### config.mk
export PLATFORM = sky130hd
export DESIGN_NAME = spibrg_top
export DESIGN_NICKNAME = d
export VERILOG_FILES = /design/src/rtl/spibrg_pkg.sv /design/src/rtl/spibrg_ctrl.sv /design/src/rtl/spibrg_datapath.sv /design/src/rtl/spibrg_top.sv
export SDC_FILE = /design/constraint.sdc
export NUM_CORES = 1
export LEC_CHECK = 0
export ABC_AREA = 1
export BUFFER_PORTS_ARGS = -buffer_cell sky130_fd_sc_hd__buf_2
export CORE_ASPECT_RATIO = 1.25
export CORE_MARGIN = 3
export CORE_UTILIZATION = 40
export CTS_BUF_LIST = sky130_fd_sc_hd__clkbuf_8
export CTS_CLUSTER_DIAMETER = 40
export DETAILED_ROUTE_END_ITERATION = 7
export PLACE_DENSITY_LB_ADDON = 0.05
export SYNTH_ARGS = -nofsm -noshare
export SYNTH_HDL_FRONTEND = slang
export SYNTH_SLANG_ARGS = --single-unit
### constraint.sdc
create_clock -name clk -period 1.49 [get_ports clk]
set_input_delay 0 -clock clk [delete_from_list [all_inputs] [get_ports clk]]
set_output_delay 0 -clock clk [all_outputs]
set_load 0.01 [all_outputs]
### src/rtl/spibrg_pkg.sv
package spibrg_pkg;

  // strobes from the control half to the datapath half
  typedef struct packed {
    logic run;       // generator enabled this cycle
    logic stepRate;  // prescaler completed one count period
  } brgStrobe_t;

endpackage

### src/rtl/spibrg_ctrl.sv
module spibrg_ctrl
  import spibrg_pkg::*;
#(
  parameter int PRE_W    = 3,
  parameter int RATE_W   = 4,
  parameter int RATE_MAX = 8
) (
  input  logic                clk,
  input  logic                rstN,
  input  logic [PRE_W-1:0]    prescaleSel,
  input  logic [RATE_W-1:0]   rateSel,
  input  logic                masterMode,
  input  logic                xferActive,
  output brgStrobe_t          strobe,
  output logic [RATE_MAX-1:0] rateLast
);

  localparam logic [RATE_W-1:0] RATE_CAP = RATE_W'(RATE_MAX);

  logic                run;
  logic [PRE_W-1:0]    preLast;
  logic [PRE_W-1:0]    preCnt;
  logic [RATE_W-1:0]   rateEff;
  logic [RATE_MAX-1:0] rateMaskNext;

  assign run     = masterMode & xferActive;
  assign rateEff = (rateSel > RATE_CAP) ? RATE_CAP : rateSel;

  // terminal count of the rate stage: 2^rateEff - 1 as a thermometer mask
  for (genvar gi = 0; gi < RATE_MAX; gi++) begin : g_mask
    assign rateMaskNext[gi] = (rateEff > RATE_W'(gi));
  end

  // fields are captured only while idle and frozen during a transfer
  always_ff @(posedge clk or negedge rstN) begin
    if (!rstN) begin
      preLast  <= '0;
      rateLast <= '0;
    end else if (!run) begin
      preLast  <= prescaleSel;
      rateLast <= rateMaskNext;
    end
  end

  // linear prescaler, held at zero while idle
  always_ff @(posedge clk or negedge rstN) begin
    if (!rstN) begin
      preCnt <= '0;
    end else if (!run) begin
      preCnt <= '0;
    end else if (preCnt == preLast) begin
      preCnt <= '0;
    end else begin
      preCnt <= preCnt + 1'b1;
    end
  end

  assign strobe.run      = run;
  assign strobe.stepRate = run && (preCnt == preLast);

endmodule

### src/rtl/spibrg_datapath.sv
module spibrg_datapath
  import spibrg_pkg::*;
#(
  parameter int RATE_MAX = 8
) (
  input  logic                clk,
  input  logic                rstN,
  input  brgStrobe_t          strobe,
  input  logic [RATE_MAX-1:0] rateLast,
  output logic                sclkOut,
  output logic                leadStrobe,
  output logic                trailStrobe
);

  logic [RATE_MAX-1:0] rateCnt;
  logic                halfDone;

  assign halfDone = strobe.stepRate && (rateCnt == rateLast);

  always_ff @(posedge clk or negedge rstN) begin
    if (!rstN) begin
      rateCnt     <= '0;
      sclkOut     <= 1'b0;
      leadStrobe  <= 1'b0;
      trailStrobe <= 1'b0;
    end else if (!strobe.run) begin
      rateCnt     <= '0;
      sclkOut     <= 1'b0;
      leadStrobe  <= 1'b0;
      trailStrobe <= 1'b0;
    end else begin
      leadStrobe  <= halfDone && !sclkOut;
      trailStrobe <= halfDone && sclkOut;
      if (halfDone) begin
        rateCnt <= '0;
        sclkOut <= ~sclkOut;
      end else if (strobe.stepRate) begin
        rateCnt <= rateCnt + 1'b1;
      end
    end
  end

endmodule

### src/rtl/spibrg_top.sv
module spibrg_top
  import spibrg_pkg::*;
#(
  parameter int PRE_W    = 3,
  parameter int RATE_W   = 4,
  parameter int RATE_MAX = 8
) (
  input  logic              clk,
  input  logic              rstN,
  input  logic [PRE_W-1:0]  prescaleSel,
  input  logic [RATE_W-1:0] rateSel,
  input  logic              masterMode,
  input  logic              xferActive,
  output logic              sclkOut,
  output logic              leadStrobe,
  output logic              trailStrobe
);

  brgStrobe_t          strobe;
  logic [RATE_MAX-1:0] rateLast;

  spibrg_ctrl #(
    .PRE_W(PRE_W), .RATE_W(RATE_W), .RATE_MAX(RATE_MAX)
  ) u_ctrl (
    .clk(clk), .rstN(rstN),
    .prescaleSel(prescaleSel), .rateSel(rateSel),
    .masterMode(masterMode), .xferActive(xferActive),
    .strobe(strobe), .rateLast(rateLast)
  );

  spibrg_datapath #(
    .RATE_MAX(RATE_MAX)
  ) u_dp (
    .clk(clk), .rstN(rstN),
    .strobe(strobe), .rateLast(rateLast),
    .sclkOut(sclkOut), .leadStrobe(leadStrobe), .trailStrobe(trailStrobe)
  );

endmodule

-- Word level (Yosys, flattened, before mapping)
Index checks and enable logic that the tools add are counted.
- register bits after elaboration: 25
- input bits: 11
- add/subtract/negate cells: 2
- magnitude comparators: 9
- equality and inequality tests: 4
- muxes and demuxes: 10
- bitwise gates (word level): 2
- reductions and logical operators: 5
- operators by type and width (operator ; count):
    8-bit 2-to-1 mux ; 3
    4-bit by 3-bit greater-than comparator with 1-bit output, second input constant ; 4
    8-bit by 1-bit adder with 8-bit output, second input constant ; 1
    8-bit == test ; 1
    4-bit by 1-bit greater-than comparator with 1-bit output, second input constant ; 2
    4-bit by 2-bit greater-than comparator with 1-bit output, second input constant ; 2
    3-bit 2-to-1 mux ; 2
    4-bit greater-than comparator, second input constant ; 1
    1-bit logical AND ; 4
    1-bit 2-to-1 mux ; 4
    4-bit 2-to-1 mux ; 1
    3-bit by 1-bit adder with 3-bit output, second input constant ; 1
    3-bit == test ; 1
    3-bit by 1-bit inequality test with 1-bit output, second input constant ; 1
    2-bit by 1-bit inequality test with 1-bit output, second input constant ; 1
    1-bit AND ; 1
    1-bit zero test ; 1
    1-bit NOT ; 1

-- Longest topological paths before layout
- word-level depth: 5
- mapped depth: 10
- depth with buffers taken out: 9

-- Cells and area by module
A second synthesis with hierarchy kept.
- cell total of the unflattened synthesis: 188
- area total of the unflattened synthesis: 1473.9 µm²
- by module, submodules not included (module ; instances ; cells an instance ; area each (µm²)):
    spibrg_datapath ; 1 ; 116 ; 834.6
    spibrg_ctrl ; 1 ; 72 ; 639.4

-- Worst setup path before layout
OpenSTA, ideal clock, no wires.
- path type: register to register
- start: register u_dp.rateCnt[1]
- end: register u_dp.rateCnt[6]
- library setup time: 118 ps
- arrival time: 1056 ps
- data required time: 1372 ps
- slack: 315 ps
- stages on the path, launching flop included: 9
- path buffers: 0
- clock period less this slack: 1175 ps
- cell sequence: dfrtp_1 > ha_1 > nand2_1 > nor2_1 > nand2_1 > nand2_1 > nand2_1 > nand4_1 > nand2_1
- cells in the longest elaborated chain, start to end: 4
- elaborated cells on any way between the ends: 7
- RTL lines (item ; line ; source):
    from (decl) ; spibrg_datapath.sv:15 ; logic [RATE_MAX-1:0] rateCnt;
    from (signal assigned) ; spibrg_datapath.sv:38 ; rateCnt <= rateCnt + 1'b1;
    8-bit by 1-bit adder with 8-bit output / 8-bit == test (equally long branches) ; spibrg_datapath.sv:38, spibrg_datapath.sv:18 ;
    8-bit 2-to-1 mux / 1-bit logical AND (equally long branches) ; spibrg_datapath.sv:37, spibrg_datapath.sv:18 ;
    8-bit 2-to-1 mux ; spibrg_datapath.sv:34 ; if (halfDone) begin
    8-bit 2-to-1 mux ; spibrg_datapath.sv:26 ; end else if (!strobe.run) begin
Parallel ways exist; a longest one is shown, timed or not. The select of a mux whose other input is x is not followed.
A chain may end at the register's enable or synchronous reset.

-- Worst setup path after layout
Same ends and word-level chain as after synthesis.

==> qor.csv <==
metric;value;unit
crit_fanout;7;
cts.path.max_buffers;2;
hold_end;u_ctrl.rateLast[4];
num_vias;1321;
h-tree-depth;1;
post-route-min-period;1.31;ns
stdcell_area;1680;um2
start_util;42.0;%
hp-start;rateSel[1];
tightest_slew;0.577;ns
fp.coreArea;3510;um2
status;finished, final reports clean;
placed_area;1580;um2
arrival;1.48;ns
routedWlPerCell;11.9;um
antenna_cells;0;
final-hold-violation-count;0;
p_leak;0.901;nW
ys_top_cells_by_count;76 x nand2_1, 26 x inv_1, 25 x dfrtp_1, 25 x nor2_1, 11 x nand3_1;
drive_gt1_share;14.2;%
peakVddDrop;460;uV
dp_hpwl;2510;um
required;1.66;ns
first_iter_violations;27;
die_x;60.3;um
r2r_cells;8;
synthesis.area;1480;um2
hp-class;input pin to flip-flop;
drc;0;
tns;0;ns
grt_pass1_wl;5930;um
area_growth;13.7;%
maxSlewHeadroom;61.5;%
holdPathStages;3;
cts_tree;built;
synth-edff-count;0;
grt_max_degree;26;
hold_ws;0.0300;ns
slew_violations;0;
netlist.area_leader.share;42.4;%
yosysWarnings;0;
ys_ff_latch;25;
fin_worst_skew;0.00296;ns
antenna_found_initial;0;
root_buffer;clkbuf_8;
path_clk_slew;0.09;ns
fillerInstances;361;
reg2reg_slack;0.18;ns
fin_crit_sh;87.9;%
fin_nets;246;
cts_made_buffers;3;
clkLatencyLatePin;0.27;ns
numClockSinks;25;
dr.pass1.iters;4;
die_h;73.9;um
grt_usage;17.6;%
synth_top_area_cell;dfrtp_1;
path_class;flip-flop to flip-flop;
std_cell_rows;24;
synth_cell_type_count;22;
syn_area_per_cell;6.96;um2
max_freq;764;MHz
postRouteAntennaNets;0;
powerDensity;794;nW/um2
setup_viol;0;
reg2reg_to;u_dp.rateCnt[6];
cap_violations;0;
globalplace.congestion;0.846;
synth-seq-area-share;42.4;%
cts_setup_buffers;0;
yosys-top-cells-area;dfrtp_1 42%, nand2_1 19%, inv_1 6.6%, nor2_1 6.4%, nand3_1 3.7%;
async_reset_ff_share;100;%
dieArea;4460;um2
synth_ff_type;dfrtp_1;
worstSetupStartpointType;flip-flop;
io_buffers;13;
postSynthNetCount;225;
netlist_instances;212;
routed_wl;3220;um
cp-end-kind;flip-flop;
io_pins;14;
rsz0062_at_grt;no;
r2r-start;u_dp.rateCnt[1];
grt_pass1_vias;1352;
grt_remaining_overflow;0;
via_per_inst;4.87;
synthMostInstantiatedCell;nand2_1;
-- routing by layer --
layer | vias to the layer above | part of all wire, % | track usage, %
li1 | 699 | - | -
met1 | 601 | 48 | 22.8
met2 | 17 | 48 | 29.8
met3 | 4 | 2.6 | 2.28
met4 | 0 | 1.5 | 5.91
met5 | - | 0 | 0
-- flip-flops by register name, summed over array words and instances, names as in the netlist --
signal / flops
u_ctrl.preCnt: 3
u_ctrl.preLast: 3
u_ctrl.rateLast: 8
u_dp.leadStrobe: 1
u_dp.rateCnt: 8
u_dp.sclkOut: 1
u_dp.trailStrobe: 1
-- report_power, final --
part | switching (W) | internal [W]
clock | 0.000226 | 0.000187
combinational | 0.000120 | 0.0000690
sequential | 0.0000232 | 0.000707
total | 0.000368 | 0.000964
-- critical path, cell delays in order, from the launching register on --
cell and delay [ns]:
dfrtp_2 0.46, ha_1 0.21, nand2_1 0.10, nor2_1 0.14, nand2_1 0.06, nand2_1 0.06
nand2_1 0.04, nand4_1 0.08, nand2_1 0.05
-- cells by family (layout without fill, tap and decap cells) --
kind of cell / Yosys count / in the layout / synth area share (%)
simple gates: 128 / 128 / 36.0
buf+inv: 35 / 55 / 9.67
flops: 25 / 25 / 42.4
compound gates: 16 / 16 / 6.11
xor+xnor: 6 / 6 / 4.07
fa+ha+maj: 2 / 2 / 1.70
-- worst max path at each step --
stage | startpoint | endpoint | cells after the start
floorplan | u_dp.rateCnt[1] | u_dp.rateCnt[6] | 8
detailed placement | u_dp.rateCnt[1] | u_dp.rateCnt[6] | 8
finish | u_dp.rateCnt[1] | u_dp.rateCnt[6] | 8
CTS | u_dp.rateCnt[1] | u_dp.rateCnt[6] | 8
global route | u_dp.rateCnt[0] | u_dp.rateCnt[6] | 8
global placement | u_dp.rateCnt[1] | u_dp.rateCnt[6] | 8
-- placed cells by master, fill, tap and decap left out --
cell type	count
dfrtp_1	24
o21ai_0	9
nand2_1	75
a21oi_1	2
nor3_1	2
nor2_2	2
nor2_1	25
xnor2_1	3
dlygate4sd3_1	5
buf_4	2
nand4_1	8
o21ai_2	1
clkbuf_8	3
ha_1	2
xnor2_2	1
o211ai_1	1
inv_2	5
buf_2	13
nand3_1	11
xor2_1	2
inv_1	26
clkinv_2	1
dfrtp_2	1
o22ai_1	3
nor4_1	1
nand2_2	4
-- stage by stage --
stage               util, %  setup WS (ns)  cells  total power [W]
floorplan                 -          0.315    212         0.000857
global placement       44.9          0.122    262         0.000922
detailed placement     44.9          0.117    262         0.000924
CTS                    47.6         0.0990    271          0.00135
global route           47.8         0.0216    271          0.00140
finish                 47.8          0.181    271          0.00133
-- repair_timing --
action,in CTS,in global routing
endpoints found under the setup margin,0,3
hold buffers,5,0
resized for setup,0,2
hold endpoints to repair,29,0
-- area by class of cell --
class                   instances  area [um2]  area share, %
clock buffers                   3        41.3           2.46
clock inverters                 1        5.00          0.298
inverters                      31         116           6.94
multi-input cells             152         709           42.3
flip-flops and latches         25         627           37.4
well taps                      39        48.8           2.91
repair buffers                 20         130           7.76
Note: power is estimated with default switching activity, not from simulation.
